<file path="src/rtl/xlate_pkg.sv">
package xlate_pkg;

  typedef enum logic [1:0] {
    CAUSE_NONE   = 2'b00,
    CAUSE_LENGTH = 2'b01,
    CAUSE_ABSENT = 2'b10
  } cause_e;

  // strobes from control to datapath
  typedef struct packed {
    logic capture;  // latch a new translation result
  } xlate_strobe_t;

endpackage

</file>
<file path="src/rtl/xlate_seg_table.sv">
module xlate_seg_table #(
  parameter int ENTRIES = 16,
  parameter int FRAME_W = 20,
  parameter int IDX_W   = 4,
  parameter int LEN_W   = 5
) (
  input  logic               clk,
  input  logic               rstN,
  input  logic               entWe,
  input  logic [IDX_W-1:0]   entIdx,
  input  logic               entValid,
  input  logic [FRAME_W-1:0] entFrame,
  input  logic               lenWe,
  input  logic [LEN_W-1:0]   lenIn,
  input  logic [IDX_W-1:0]   rdIdx,
  output logic               rdValid,
  output logic [FRAME_W-1:0] rdFrame,
  output logic [LEN_W-1:0]   effLen
);

  logic               vldQ [ENTRIES];
  logic [FRAME_W-1:0] frmQ [ENTRIES];
  logic [LEN_W-1:0]   lenQ;

  generate
    for (genvar e = 0; e < ENTRIES; e++) begin : gEnt
      always_ff @(posedge clk) begin
        if (!rstN) begin
          vldQ[e] <= 1'b0;
          frmQ[e] <= '0;
        end else if (entWe && (int'(entIdx) == e)) begin
          vldQ[e] <= entValid;
          frmQ[e] <= entFrame;
        end
      end
    end
  endgenerate

  always_ff @(posedge clk) begin
    if (!rstN)      lenQ <= '0;
    else if (lenWe) lenQ <= lenIn;
  end

  always_comb begin
    rdValid = 1'b0;
    rdFrame = '0;
    if (int'(rdIdx) < ENTRIES) begin
      rdValid = vldQ[rdIdx];
      rdFrame = frmQ[rdIdx];
    end
  end

  assign effLen = (lenQ > LEN_W'(ENTRIES)) ? LEN_W'(ENTRIES) : lenQ;

  // a length write is visible on the following cycle
  a_r12_len_load: assert property (@(posedge clk) disable iff (!rstN)
    lenWe && (lenIn <= LEN_W'(ENTRIES)) |=> effLen == $past(lenIn));

endmodule

</file>
<file path="src/rtl/xlate_ctrl.sv">
module xlate_ctrl
  import xlate_pkg::*;
(
  input  logic          clk,
  input  logic          rstN,
  input  logic          reqValid,
  output logic          reqReady,
  output logic          rspValid,
  input  logic          rspReady,
  output xlate_strobe_t stb
);

  logic rspValidQ;

  assign reqReady    = !rspValidQ || rspReady;
  assign stb.capture = reqValid && reqReady;
  assign rspValid    = rspValidQ;

  always_ff @(posedge clk) begin
    if (!rstN)              rspValidQ <= 1'b0;
    else if (stb.capture)   rspValidQ <= 1'b1;
    else if (rspReady)      rspValidQ <= 1'b0;
  end

  // accepted request yields a response next cycle
  a_r9_respond: assert property (@(posedge clk) disable iff (!rstN)
    reqValid && reqReady |=> rspValid);

  // a stalled response is not dropped
  a_r9_hold: assert property (@(posedge clk) disable iff (!rstN)
    rspValid && !rspReady |=> rspValid);

  // a stalled response blocks new requests
  a_r9_block: assert property (@(posedge clk) disable iff (!rstN)
    rspValid && !rspReady |-> !reqReady);

endmodule

</file>
<file path="src/rtl/xlate_datapath.sv">
module xlate_datapath
  import xlate_pkg::*;
#(
  parameter int VA_W      = 32,
  parameter int PAGE_BITS = 12,
  parameter int FRAME_W   = 20,
  parameter int ENTRIES   = 16,
  localparam int VPN_W     = VA_W - PAGE_BITS,
  localparam int SEG_IDX_W = VPN_W - 1,
  localparam int IDX_W     = $clog2(ENTRIES),
  localparam int LEN_W     = $clog2(ENTRIES + 1),
  localparam int PA_W      = FRAME_W + PAGE_BITS
) (
  input  logic               clk,
  input  logic               rstN,
  input  xlate_strobe_t      stb,
  input  logic [VA_W-1:0]    reqVaddr,
  input  logic               cfgWe,
  input  logic               cfgSelLen,
  input  logic               cfgSeg,
  input  logic [IDX_W-1:0]   cfgIdx,
  input  logic               cfgValid,
  input  logic [FRAME_W-1:0] cfgFrame,
  input  logic [LEN_W-1:0]   cfgLen,
  output logic [PA_W-1:0]    resPaddr,
  output cause_e             resCause
);

  logic [VPN_W-1:0]     vpn;
  logic                 segSel;
  logic [SEG_IDX_W-1:0] segIdx;
  logic [SEG_IDX_W-1:0] downDist;
  logic [IDX_W-1:0]     slot;
  logic                 inBounds;

  logic               segValid [2];
  logic [FRAME_W-1:0] segFrame [2];
  logic [LEN_W-1:0]   segLen   [2];

  assign vpn      = reqVaddr[VA_W-1:PAGE_BITS];
  assign segSel   = vpn[VPN_W-1];
  assign segIdx   = vpn[SEG_IDX_W-1:0];
  assign downDist = ~segIdx;  // top-1-index

  generate
    for (genvar s = 0; s < 2; s++) begin : gSeg
      xlate_seg_table #(
        .ENTRIES(ENTRIES), .FRAME_W(FRAME_W), .IDX_W(IDX_W), .LEN_W(LEN_W)
      ) uTable (
        .clk      (clk),
        .rstN     (rstN),
        .entWe    (cfgWe && !cfgSelLen && (cfgSeg == 1'(s))),
        .entIdx   (cfgIdx),
        .entValid (cfgValid),
        .entFrame (cfgFrame),
        .lenWe    (cfgWe && cfgSelLen && (cfgSeg == 1'(s))),
        .lenIn    (cfgLen),
        .rdIdx    (slot),
        .rdValid  (segValid[s]),
        .rdFrame  (segFrame[s]),
        .effLen   (segLen[s])
      );
    end
  endgenerate

  always_comb begin
    if (segSel) begin
      inBounds = downDist < SEG_IDX_W'(segLen[1]);
      slot     = downDist[IDX_W-1:0];
    end else begin
      inBounds = segIdx < SEG_IDX_W'(segLen[0]);
      slot     = segIdx[IDX_W-1:0];
    end
  end

  logic   hitValid;
  cause_e nextCause;
  logic [PA_W-1:0] nextPaddr;

  assign hitValid = segValid[segSel];

  always_comb begin
    nextCause = CAUSE_NONE;
    nextPaddr = '0;
    if (!inBounds)       nextCause = CAUSE_LENGTH;
    else if (!hitValid)  nextCause = CAUSE_ABSENT;
    else                 nextPaddr = {segFrame[segSel], reqVaddr[PAGE_BITS-1:0]};
  end

  always_ff @(posedge clk) begin
    if (!rstN) begin
      resPaddr <= '0;
      resCause <= CAUSE_NONE;
    end else if (stb.capture) begin
      resPaddr <= nextPaddr;
      resCause <= nextCause;
    end
  end

  // a faulting result carries a zero address
  a_r8_fault_zero: assert property (@(posedge clk) disable iff (!rstN)
    (resCause != CAUSE_NONE) |-> (resPaddr == '0));

  // the offset of a good translation is passed through
  a_r2_offset: assert property (@(posedge clk) disable iff (!rstN)
    stb.capture |=> (resCause != CAUSE_NONE) ||
      (resPaddr[PAGE_BITS-1:0] == $past(reqVaddr[PAGE_BITS-1:0])));

  // out-of-range index faults as a length violation
  a_r5_bound_first: assert property (@(posedge clk) disable iff (!rstN)
    stb.capture && !inBounds |=> resCause == CAUSE_LENGTH);

  // in-range invalid entry faults as not present
  a_r6_absent: assert property (@(posedge clk) disable iff (!rstN)
    stb.capture && inBounds && !hitValid |=> resCause == CAUSE_ABSENT);

endmodule

</file>
<file path="src/rtl/paged_xlate_unit.sv">
module paged_xlate_unit
  import xlate_pkg::*;
#(
  parameter int VA_W      = 32,
  parameter int PAGE_BITS = 12,
  parameter int FRAME_W   = 20,
  parameter int ENTRIES   = 16,
  localparam int IDX_W    = $clog2(ENTRIES),
  localparam int LEN_W    = $clog2(ENTRIES + 1),
  localparam int PA_W     = FRAME_W + PAGE_BITS
) (
  input  logic               clk,
  input  logic               rstN,
  input  logic               reqValid,
  output logic               reqReady,
  input  logic [VA_W-1:0]    reqVaddr,
  output logic               rspValid,
  input  logic               rspReady,
  output logic [PA_W-1:0]    rspPaddr,
  output logic               rspFault,
  output logic [1:0]         rspCause,
  input  logic               cfgWe,
  input  logic               cfgSelLen,
  input  logic               cfgSeg,
  input  logic [IDX_W-1:0]   cfgIdx,
  input  logic               cfgValid,
  input  logic [FRAME_W-1:0] cfgFrame,
  input  logic [LEN_W-1:0]   cfgLen
);

  xlate_strobe_t stb;
  cause_e        resCause;

  xlate_ctrl uCtrl (
    .clk      (clk),
    .rstN     (rstN),
    .reqValid (reqValid),
    .reqReady (reqReady),
    .rspValid (rspValid),
    .rspReady (rspReady),
    .stb      (stb)
  );

  xlate_datapath #(
    .VA_W(VA_W), .PAGE_BITS(PAGE_BITS), .FRAME_W(FRAME_W), .ENTRIES(ENTRIES)
  ) uPath (
    .clk       (clk),
    .rstN      (rstN),
    .stb       (stb),
    .reqVaddr  (reqVaddr),
    .cfgWe     (cfgWe),
    .cfgSelLen (cfgSelLen),
    .cfgSeg    (cfgSeg),
    .cfgIdx    (cfgIdx),
    .cfgValid  (cfgValid),
    .cfgFrame  (cfgFrame),
    .cfgLen    (cfgLen),
    .resPaddr  (rspPaddr),
    .resCause  (resCause)
  );

  assign rspCause = resCause;
  assign rspFault = (resCause != CAUSE_NONE);

  // a stalled response keeps its contents
  a_r9_stable: assert property (@(posedge clk) disable iff (!rstN)
    rspValid && !rspReady |=> $stable(rspPaddr) && $stable(rspCause));

endmodule

</file>
<file path="config.mk">
export PLATFORM = sky130hd
export DESIGN_NAME = paged_xlate_unit
export DESIGN_NICKNAME = d
export VERILOG_FILES = /design/src/rtl/xlate_pkg.sv /design/src/rtl/xlate_seg_table.sv /design/src/rtl/xlate_ctrl.sv /design/src/rtl/xlate_datapath.sv /design/src/rtl/paged_xlate_unit.sv
export SDC_FILE = /design/constraint.sdc
export NUM_CORES = 1
export LEC_CHECK = 0
export BUFFER_PORTS_ARGS = -buffer_cell sky130_fd_sc_hd__buf_2
export CAP_MARGIN = 10
export CORE_ASPECT_RATIO = 1.75
export CORE_MARGIN = 10
export CORE_UTILIZATION = 25
export CTS_CLUSTER_DIAMETER = 100
export DETAILED_ROUTE_END_ITERATION = 12
export SLEW_MARGIN = 0
export SYNTH_ARGS = -nofsm -noshare
export SYNTH_HDL_FRONTEND = slang
export SYNTH_SLANG_ARGS = --single-unit
export TNS_END_PERCENT = 50
</file>
<file path="constraint.sdc">
create_clock -name clk -period 4.9 [get_ports clk]
set_clock_uncertainty 0.15 [all_clocks]
set_input_delay 1.225 -clock clk [delete_from_list [all_inputs] [get_ports clk]]
set_output_delay 1.225 -clock clk [all_outputs]
set_load 0.05 [all_outputs]
</file>
==> flow_metrics.py <==
metrics = {
    "routing": {
        "num_vias": 20800,
        "antenna_left": 0,
        "wl_mm": 111,
        "wire_per_inst_um": 25.2,
        "drc": 0,
        "avgViaCountPerCell": 4.72,
        "first_pass_iters": 7,
        "drt-initial-drc-count": 1814,
    },
    "setup_path": {
        "crit_fanout": 54,
        "cp-start-kind": "primary input",
        "ff2ff_path_depth": 10,
        "endpoint_kind": "flop",
        "critPathArrivalTime_ps": 3880,
        "critPathKind": "in -> reg",
        "worst_ep_required_time_ps": 5290,
        "r2r_slack_ps": 2040,
    },
    "grt": {
        "grt_max_degree": 69,
        "grt_pass1_vias": 21100,
        "overflow": 0,
        "grt_pass1_wl_mm": 157,
        "grt_usage_pct": 14.2,
        "antenna_found_initial": 16,
    },
    "synth": {
        "synth_edf_count": 670,
        "synthCells": 2518,
        "synth_cell_types": 60,
        "synth_top_area_share_pct": 59.4,
        "netlist_top_cells_area": "edfxtp_1, and2_1, mux2i_1, mux4_2, dfxtp_1",
        "synthesis.area_mm2": 0.0339,
        "yosysWarnings": 0,
        "syn_nets": 2595,
        "ys_ff_latch": 717,
        "synthArstFlopShare_pct": 0,
        "synth_common_cells": "and2_1, edfxtp_1, mux2i_1, clkbuf_1, nand2_1",
        "synthFlopType": "edfxtp_1",
        "syn_avg_cell_area_um2": 13.4,
        "yosys.area.top_type": "edfxtp_1",
        "synth.most_common_cell": "and2_1",
        "yosysSeqAreaShare_pct": 62.2,
    },
    "power_and_ir_drop": {
        "ir_drop_mv": 0.285,
        "power_density_mw_per_mm2": 348,
        "leakage_nw": 13.6,
    },
    "clock_tree": {
        "cts-htree-levels": 2,
        "root_buffer": "clkbuf_16",
        "ctsResizeCount": 0,
        "cts_tree": "done",
        "cts_setup_buffers": 0,
        "clock-sinks": 717,
        "cts_buffers": 59,
        "clk_pin_slew_ps": 70,
        "holdBufCountCts": 0,
        "cts_buffer_depth": 3,
        "insertion_delay_ps": 640,
    },
    "timing": {
        "fmax_mhz": 286,
        "relSlewSlack_pct": 34.1,
        "rsz0062_at_grt": "no",
        "finalMaxSlewViolations": 0,
        "setup_tns_ps": 0,
        "final_hold_viol_count": 0,
        "setup_ws_ps": 1410,
        "tightest_slew_ps": 989,
        "setup_viol": 0,
        "post-route-min-period_ps": 3490,
        "period_share_pct": 71.3,
    },
    "die": {
        "core-area_mm2": 0.135,
        "die_area_mm2": 0.151,
        "core.rowCount": 178,
        "chipWidth_um": 298,
        "die_h_um": 507,
        "io_pins": 106,
        "initial_core_util_pct": 25.2,
    },
    "final_layout": {
        "drive_gt1_share_pct": 17.1,
        "design_area_mm2": 0.0386,
        "multi_input_area_mm2": 0.0116,
        "utilization_pct": 28.7,
        "seq_area_mm2": 0.0211,
        "fill_cells": 13600,
        "syn2layout_area_growth_pct": 13.9,
        "instances_no_fill": 4414,
        "nets": 2637,
    },
    "hold_path": {
        "min_path_type": "reg -> reg",
        "holdPathStages": 2,
    },
    "place": {
        "io_buffer_count": 105,
        "place_ws_ps": 848,
        "hpwl_mm": 75.1,
        "globalplace.congestion": 0.900,
        "placed_cells": 4299,
        "place_area_mm2": 0.0365,
    },
    "flow_run": {
        "drv_cap": 0,
    },
    "run_status": {
        "status": "finished clean",
    },
}
## metal layers
metal	global-route usage (%)	share of wire [%]	vias to the layer above	wire, µm
met4	9.11	6.9	18	7730
met5	0	0.096	-	107
met3	2.38	6.0	248	6700
met2	25.6	52	777	57600
met1	15.3	35	10600	39200
li1	-	-	9214	-
## layout make-up
cell class                 count  share of cell area [%]
multi-input combinational   1553                    30.2
antenna                        7                  0.0454
inverter                      10                  0.0974
clock buffer                  69                    4.04
timing repair buffer         219                    3.89
sequential                   717                    54.6
clock inverter                39                    1.28
tap                         1800                    5.84
## path summary, 6_finish.rpt
| check | startpoint | to |
|---|---|---|
| hold reg to reg | uPath.resPaddr[6] | uPath.resPaddr[6] |
| setup / recovery | reqVaddr[12] | uPath.resPaddr[26] |
| setup reg to reg | uPath.gSeg[0].uTable.lenQ[4] | uPath.resPaddr[26] |
| hold / removal | uPath.resPaddr[6] | uPath.resPaddr[6] |
## critical path, cell delays in order
cell and delay, ps:
buf_8 460, buf_12 310, mux2i_1 100, a22oi_1 300, a21oi_1 110, a31oi_1 440
nand4_1 150, buf_4 310, a221oi_1 320
## cells in the final DEF, fill, tap and decap left out, types with 5 or more instances in the layout
cell,synthesis,routed
o21ai_2,0,32
clkbuf_16,0,61
o211ai_1,11,11
o31ai_1,12,12
nor2_1,53,53
edfxtp_1,670,670
mux2_2,25,25
nor3_1,5,5
clkbuf_1,173,8
buf_2,16,102
clkinv_1,1,13
o221ai_1,14,14
mux4_2,75,75
buf_12,5,8
clkinv_2,0,10
inv_1,9,9
nand3_1,53,53
o21ai_0,65,33
buf_4,13,107
nand2_1,127,126
a22o_1,11,11
a22oi_1,48,48
dfxtp_1,47,47
a31oi_1,13,13
mux4_1,5,5
and2_1,673,673
nand2b_1,14,14
diode_2,0,7
a2111oi_0,10,8
nand4_1,6,6
ha_1,8,8
a211oi_1,14,14
a21oi_1,64,64
o21ai_1,5,5
nor2b_1,15,13
bufinv_16,0,12
mux2i_1,177,177
a221o_1,14,14
## cells by family after synthesis
group,Yosys count,synth area share [%]
AOI/OAI and AO/OA,300,5.93
adders and majority gates,8,0.296
buffers and inverters,248,3.82
DFF,717,62.2
muxes,282,11.4
and+or+nand+nor,963,16.3
## state kept, by name, summed over array words and instances (netlist names)
signal / cells
uPath.gSeg.uTable.frmQ: 640
uPath.gSeg.uTable.vldQ: 32
uPath.resPaddr: 32
uPath.gSeg.uTable.lenQ: 10
uPath.resCause: 2
uCtrl.rspValid: 1
## through the flow
stage          hold slack (ps)  power [mW]
2_1_floorplan              303        7.87
3_3_place_gp               305        8.38
3_5_place_dp               313        8.40
4_1_cts                    325        13.5
5_1_grt                    341        13.7
6_report                   323        13.4
## power breakdown
group | switching [mW] | internal (mW) | leakage, nW
logic | 0.812 | 0.378 | 5.90
clock network | 2.26 | 2.90 | 0.993
registers | 0.0946 | 6.98 | 6.75
total | 3.16 | 10.3 | 13.6
No activity file was read; power rests on OpenSTA's default activity.
